==> src/rtl/dbg_rx_pkg.sv <==
package dbg_rx_pkg;

    typedef enum logic [2:0] {
        ST_IDLE,
        ST_START,
        ST_DATA,
        ST_PAR,
        ST_STOP
    } rx_state_e;

    // Expected parity bit for a mode whose bit 2 is 0.
    function automatic logic par_expect(input logic [1:0] kind, input logic [7:0] data);
        logic r;
        case (kind)
            2'b00:   r = ^data;      // even count of ones overall
            2'b01:   r = ~(^data);   // odd count of ones overall
            2'b10:   r = 1'b0;       // forced low
            default: r = 1'b1;       // forced high
        endcase
        return r;
    endfunction

endpackage

==> src/rtl/dbg_rx_sync.sv <==
module dbg_rx_sync #(
    parameter int STAGES   = 2,
    parameter bit IDLE_VAL = 1'b1
) (
    input  logic clk,
    input  logic rst,
    input  logic din,
    output logic dout
);
    typedef struct packed {
        logic [STAGES-1:0] sr;
    } sync_t;

    sync_t s_d, s_q;

    always_comb begin
        s_d    = s_q;
        s_d.sr = {s_q.sr[STAGES-2:0], din};
    end

    always_ff @(posedge clk) begin
        if (rst) s_q.sr <= {STAGES{IDLE_VAL}};
        else     s_q    <= s_d;
    end

    assign dout = s_q.sr[STAGES-1];
endmodule

==> src/rtl/dbg_rx_frame.sv <==
module dbg_rx_frame
    import dbg_rx_pkg::*;
#(
    parameter int DATA_W = 8,
    parameter int OS     = 16
) (
    input  logic              clk,
    input  logic              rst,
    input  logic              tick,
    input  logic              line,
    input  logic              par_en,
    output logic              done,
    output logic [DATA_W-1:0] data,
    output logic              par_bit
);
    localparam int CNT_W = $clog2(OS);
    localparam int IDX_W = (DATA_W > 1) ? $clog2(DATA_W) : 1;
    localparam logic [CNT_W-1:0] HALF_LAST = CNT_W'(OS / 2 - 1);
    localparam logic [CNT_W-1:0] FULL_LAST = CNT_W'(OS - 1);
    localparam logic [IDX_W-1:0] IDX_LAST  = IDX_W'(DATA_W - 1);

    typedef struct packed {
        rx_state_e         st;
        logic [CNT_W-1:0]  cnt;
        logic [IDX_W-1:0]  idx;
        logic [DATA_W-1:0] sh;
        logic              pbit;
        logic              done;
    } frame_t;

    frame_t f_d, f_q;

    always_comb begin
        f_d      = f_q;
        f_d.done = 1'b0;
        if (tick) begin
            case (f_q.st)
                ST_IDLE: begin
                    if (!line) begin
                        f_d.st  = ST_START;
                        f_d.cnt = '0;
                    end
                end
                ST_START: begin
                    if (f_q.cnt == HALF_LAST) begin
                        f_d.cnt = '0;
                        f_d.idx = '0;
                        f_d.st  = line ? ST_IDLE : ST_DATA;
                    end else begin
                        f_d.cnt = f_q.cnt + 1'b1;
                    end
                end
                ST_DATA: begin
                    if (f_q.cnt == FULL_LAST) begin
                        f_d.cnt = '0;
                        f_d.sh  = {line, f_q.sh[DATA_W-1:1]};
                        if (f_q.idx == IDX_LAST) f_d.st = par_en ? ST_PAR : ST_STOP;
                        else                     f_d.idx = f_q.idx + 1'b1;
                    end else begin
                        f_d.cnt = f_q.cnt + 1'b1;
                    end
                end
                ST_PAR: begin
                    if (f_q.cnt == FULL_LAST) begin
                        f_d.cnt  = '0;
                        f_d.pbit = line;
                        f_d.st   = ST_STOP;
                    end else begin
                        f_d.cnt = f_q.cnt + 1'b1;
                    end
                end
                ST_STOP: begin
                    if (f_q.cnt == FULL_LAST) begin
                        f_d.cnt  = '0;
                        f_d.done = 1'b1;
                        f_d.st   = ST_IDLE;
                    end else begin
                        f_d.cnt = f_q.cnt + 1'b1;
                    end
                end
                default: f_d.st = ST_IDLE;
            endcase
        end
    end

    always_ff @(posedge clk) begin
        if (rst) begin
            f_q.st   <= ST_IDLE;
            f_q.cnt  <= '0;
            f_q.idx  <= '0;
            f_q.sh   <= '0;
            f_q.pbit <= 1'b0;
            f_q.done <= 1'b0;
        end else begin
            f_q <= f_d;
        end
    end

    assign done    = f_q.done;
    assign data    = f_q.sh;
    assign par_bit = f_q.pbit;
endmodule

==> src/rtl/dbg_rx_status.sv <==
module dbg_rx_status
    import dbg_rx_pkg::*;
#(
    parameter int DATA_W = 8
) (
    input  logic              clk,
    input  logic              rst,
    input  logic              done,
    input  logic [DATA_W-1:0] data,
    input  logic              par_bit,
    input  logic [2:0]        par_mode,
    input  logic              rd,
    input  logic              clr,
    output logic [DATA_W-1:0] hold,
    output logic              ready,
    output logic              ovr,
    output logic              perr
);
    typedef struct packed {
        logic [DATA_W-1:0] hold;
        logic              ready;
        logic              ovr;
        logic              perr;
    } stat_t;

    stat_t s_d, s_q;
    logic  par_bad;

    always_comb begin
        par_bad = !par_mode[2] && (par_bit != par_expect(par_mode[1:0], data[7:0]));

        s_d = s_q;
        if (done) begin
            s_d.hold  = data;
            s_d.ready = 1'b1;
        end else if (rd) begin
            s_d.ready = 1'b0;
        end

        if (done && s_q.ready && !rd) s_d.ovr = 1'b1;
        else if (clr)                 s_d.ovr = 1'b0;

        if (done && par_bad) s_d.perr = 1'b1;
        else if (clr)        s_d.perr = 1'b0;
    end

    always_ff @(posedge clk) begin
        if (rst) begin
            s_q.hold  <= '0;
            s_q.ready <= 1'b0;
            s_q.ovr   <= 1'b0;
            s_q.perr  <= 1'b0;
        end else begin
            s_q <= s_d;
        end
    end

    assign hold  = s_q.hold;
    assign ready = s_q.ready;
    assign ovr   = s_q.ovr;
    assign perr  = s_q.perr;
endmodule

==> src/rtl/dbg_uart_rx.sv <==
module dbg_uart_rx #(
    parameter int DATA_W    = 8,
    parameter int OS        = 16,
    parameter int SYNC_STGS = 2
) (
    input  logic              clk,
    input  logic              rst,
    input  logic              tick16_i,
    input  logic              ser_in_i,
    input  logic [2:0]        par_mode_i,
    input  logic              rx_read_i,
    input  logic              ctl_wr_i,
    input  logic              ctl_clr_status_i,
    output logic [DATA_W-1:0] rx_data_o,
    output logic              rx_ready_o,
    output logic              overrun_o,
    output logic              par_err_o
);
    logic              line_s;
    logic              frm_done;
    logic [DATA_W-1:0] frm_data;
    logic              frm_pbit;
    logic              clr_stat;

    assign clr_stat = ctl_wr_i && ctl_clr_status_i;

    dbg_rx_sync #(.STAGES(SYNC_STGS), .IDLE_VAL(1'b1)) u_sync (
        .clk  (clk),
        .rst  (rst),
        .din  (ser_in_i),
        .dout (line_s)
    );

    dbg_rx_frame #(.DATA_W(DATA_W), .OS(OS)) u_frame (
        .clk     (clk),
        .rst     (rst),
        .tick    (tick16_i),
        .line    (line_s),
        .par_en  (!par_mode_i[2]),
        .done    (frm_done),
        .data    (frm_data),
        .par_bit (frm_pbit)
    );

    dbg_rx_status #(.DATA_W(DATA_W)) u_status (
        .clk      (clk),
        .rst      (rst),
        .done     (frm_done),
        .data     (frm_data),
        .par_bit  (frm_pbit),
        .par_mode (par_mode_i),
        .rd       (rx_read_i),
        .clr      (clr_stat),
        .hold     (rx_data_o),
        .ready    (rx_ready_o),
        .ovr      (overrun_o),
        .perr     (par_err_o)
    );
endmodule

==> config.mk <==
export PLATFORM = sky130hd
export DESIGN_NAME = dbg_uart_rx
export DESIGN_NICKNAME = d
export VERILOG_FILES = /design/src/rtl/dbg_rx_pkg.sv /design/src/rtl/dbg_rx_sync.sv /design/src/rtl/dbg_rx_frame.sv /design/src/rtl/dbg_rx_status.sv /design/src/rtl/dbg_uart_rx.sv
export SDC_FILE = /design/constraint.sdc
export NUM_CORES = 1
export LEC_CHECK = 0
export ABC_CLOCK_PERIOD_IN_PS = 1700
export BUFFER_PORTS_ARGS = -buffer_cell sky130_fd_sc_hd__buf_4
export CAP_MARGIN = 20
export CORE_MARGIN = 2
export CORE_UTILIZATION = 50
export DETAILED_ROUTE_END_ITERATION = 7
export PLACE_DENSITY_LB_ADDON = 0.12
export SLEW_MARGIN = 10
export SYNTH_ARGS = -nofsm -noshare
export SYNTH_HDL_FRONTEND = slang
export SYNTH_SLANG_ARGS = --single-unit
==> constraint.sdc <==
create_clock -name clk -period 1.7 [get_ports clk]
set_input_delay 0.17 -clock clk [delete_from_list [all_inputs] [get_ports clk]]
set_output_delay 0.17 -clock clk [all_outputs]
set_load 0.01 [all_outputs]
==> qor.yml <==
finish:
  diodes: 0
  finalNonFillerCells: 225
  drive_above_1_share_pct: 29.9
  fillers: 235
  stdcell_area_um2: 1860
  nets: 206
  areaGrowthSynthToFinish_pct: 24.4
  final_util_pct: 66.1
min_path:
  whs_endpoint: "u_sync.s_q[0]"
  hold_class: "in2reg"
  holdCritStartpoint: "ser_in_i"
  hold_path_depth: 2
timing:
  timing.fmax_mhz: 574
  tns_ns: -0.0437
  finClkSkew_ns: 0.00830
  finalHoldViolations: 0
  setup_viol: 1
  min_period_ns: 1.74
  final.setup.worst_slack_ns: -0.0437
  finalCritPeriodShare_pct: 103
  rsz0062_at_grt: "yes"
  relSlewSlack_pct: 77.0
  slew_viol_final: 0
  tightest_slew_ns: 0.345
route:
  dr.first_iter.drc_count: 26
  vias: 1219
  wl_um: 3000
  post_drt_via_cell_ratio: 5.42
  post-route-drc-count: 1
  dr.pass1.iters: 6
  wl_per_cell_um: 13.3
  drtAntennaViolNets: 0
setup_path:
  critPathCaptureType: "flop"
  cpPeakStageDelay_ns: 0.54
  startpoint_type: "flop"
  crit_arrival_ns: 2.02
  path_common_cell: "ha_4"
  worstPathRequired_ns: 1.97
  regToRegStartpoint: "u_frame.f_q[11]"
  r2r_cells: 6
  slowest_stage: "or4_4"
  path_class: "reg2reg"
  worstPathCellList: "ha_4 -> ha_4 -> and4bb_2 -> o21ai_2 -> or4_4 -> a21oi_2"
  crit_fanout: 2
  r2r_end: "u_frame.f_q[10]"
  r2r_setup_slack_ns: -0.04
synth:
  yosys.area.top_type: "dfxtp_1"
  yosysTopAreaCellShare_pct: 44.3
  netlist-cell-type-count: 36
  synth-seq-area-share_pct: 44.3
  syn_area_um2: 1490
  synth_ff_type: "dfxtp_1"
  synthTopCellsByCount: "nor2_1, dfxtp_1, mux2i_1"
  synth.most_common_cell: "nor2_1"
  yosys-top-cells-area: "dfxtp_1, mux2i_1, nor2_1"
  synth_seq_cells: 33
  syn-mean-instance-area_um2: 9.04
  synthesis.nets: 178
  async_reset_ff_share_pct: 0
  yosysWarnings: 0
  synth_cells: 165
  synth_edf_count: 0
clock_network:
  root_buffer: "clkbuf_4"
  htreeDepth: 2
  clk_pin_slew_worst_paths_ns: 0.10
  cts_made_buffers: 5
  clockBufferDepth: 2
  clkLatencyLatePin_ns: 0.34
  cts_tree: "built"
  numClockSinks: 33
  cts_hold_buf: 0
power:
  leakage_nw: 0.693
  power_per_cell_area_nw_per_um2: 787
  p_seq_share_pct: 53.5
  switchingPower_mw: 0.299
  comb_power_share_pct: 4.9
  switching_share_pct: 20.5
  pwr-share-clk_pct: 41.6
  p_total_mw: 1.46
  intPower_mw: 1.16
  ir_worst_vdd_mv: 0.614
floorplanning:
  die_height_um: 58.6
  coreArea_um2: 2810
  dieArea_um2: 3440
  fp-row-count: 19
  die_w_um: 58.6
  io_pins: 21
  start_util_pct: 53.2
global_route:
  grt_max_degree: 35
  antenna_found_initial: 0
  gr-total-overflow: 0
  track_usage_pct: 19.6
  grt_pass1_vias: 1159
  grt_pass1_wl_um: 5040
place:
  finalWeightedCongestion: 0.847
  dpl-instance-area_um2: 1710
  port_buffers: 20
  dpl.cell_count: 216
  dpl.hpwl_um: 2010
status:
  outcome: "finished, violations left"
  violations: "DRC, setup timing"
job:
  cap_violations: 0
worst max-delay path by stage:
stage                         start              end
floorplan           u_frame.f_q[10]  u_frame.f_q[10]
global placement    u_frame.f_q[10]  u_frame.f_q[10]
detailed placement  u_frame.f_q[10]  u_frame.f_q[10]
CTS                 u_frame.f_q[10]  u_frame.f_q[10]
global route        u_frame.f_q[11]  u_frame.f_q[10]
finish              u_frame.f_q[11]  u_frame.f_q[10]
critical path: cells and delay by family (launching register included):
family                   cells  cell delay (ns)
flip-flops                   1             0.35
adder cells (fa/ha/maj)      2             0.31
AO/OA/AOI/OAI                2             0.19
AND/OR/NAND/NOR              2             0.83
final cells by class:
cell class | instances | area [um2] | area share [%]
multi-input cells | 122 | 823 | 44.4
well taps | 31 | 38.8 | 2.09
clock inverters | 1 | 30.0 | 1.62
repair buffers | 30 | 238 | 12.8
inverters | 1 | 3.75 | 0.202
clock buffers | 7 | 55.1 | 2.97
flip-flops and latches | 33 | 667 | 35.9
layout by cell type (no fill, tap or decap), types with 2 or more instances in the layout:
master    instances
a21oi_1           6
or2_2             2
nand2_1          10
and4bb_2          2
dfxtp_2           5
clkbuf_4          5
xor2_1            3
xnor2_1           8
buf_4            29
nor3_1            2
nor2_1           36
dfxtp_1          28
o21ai_0           4
ha_4              2
mux2i_1          19
a22oi_1           3
o21ai_2           2
nand3b_1          2
nand3_1           4
flip-flops by register name (all words and copies together) (netlist names):
signal           cells
u_frame.data         8
u_frame.done         1
u_frame.f_q         10
u_frame.par_bit      1
u_status.hold        8
u_status.ovr         1
u_status.perr        1
u_status.ready       1
u_sync.s_q           2
through the flow:
step	hold WS, ns	worst slack (ns)
2_1_floorplan	0.274	0.0172
3_3_place_gp	0.360	0.0322
3_5_place_dp	0.362	-0.0655
4_1_cts	0.0106	-0.0574
5_1_grt	0.00851	-0.0895
6_report	0.0200	-0.0437
power groups by stage:
stage          Clock [mW]  Sequential (mW)  Combinational [mW]
6_report            0.607            0.781              0.0720
5_1_grt             0.652            0.781              0.0789
4_1_cts             0.621            0.781              0.0713
3_5_place_dp            0            0.799              0.0706
3_3_place_gp            0            0.799              0.0695
2_1_floorplan           0            0.796              0.0471
logic make-up (layout without fill, tap and decap cells):
group	count (synthesis)	after routing	share of synthesized area [%]
compound gates	19	19	7.55
fa+ha+maj	3	3	2.52
simple gates	70	70	23.0
xor+xnor	11	11	6.46
flops	33	33	44.3
mux	19	19	12.8
buf+inv	10	39	3.44
metal layers:
| layer | share of wire [%] | vias to the layer above | global-route usage (%) |
|---|---|---|---|
| met5 | 0 | - | 0 |
| li1 | - | 617 | - |
| met3 | 4.0 | 6 | 4.62 |
| met2 | 48 | 24 | 32.4 |
| met1 | 46 | 572 | 24.3 |
| met4 | 1.5 | 0 | 8.77 |
timing repair:
item,4_1_cts,5_1_grt
pin swaps,3,2
gates cloned,0,0
resized for setup,9,5
setup endpoints to repair,1,5
buffers inserted,1,0
No activity file was read; power rests on OpenSTA's default activity.
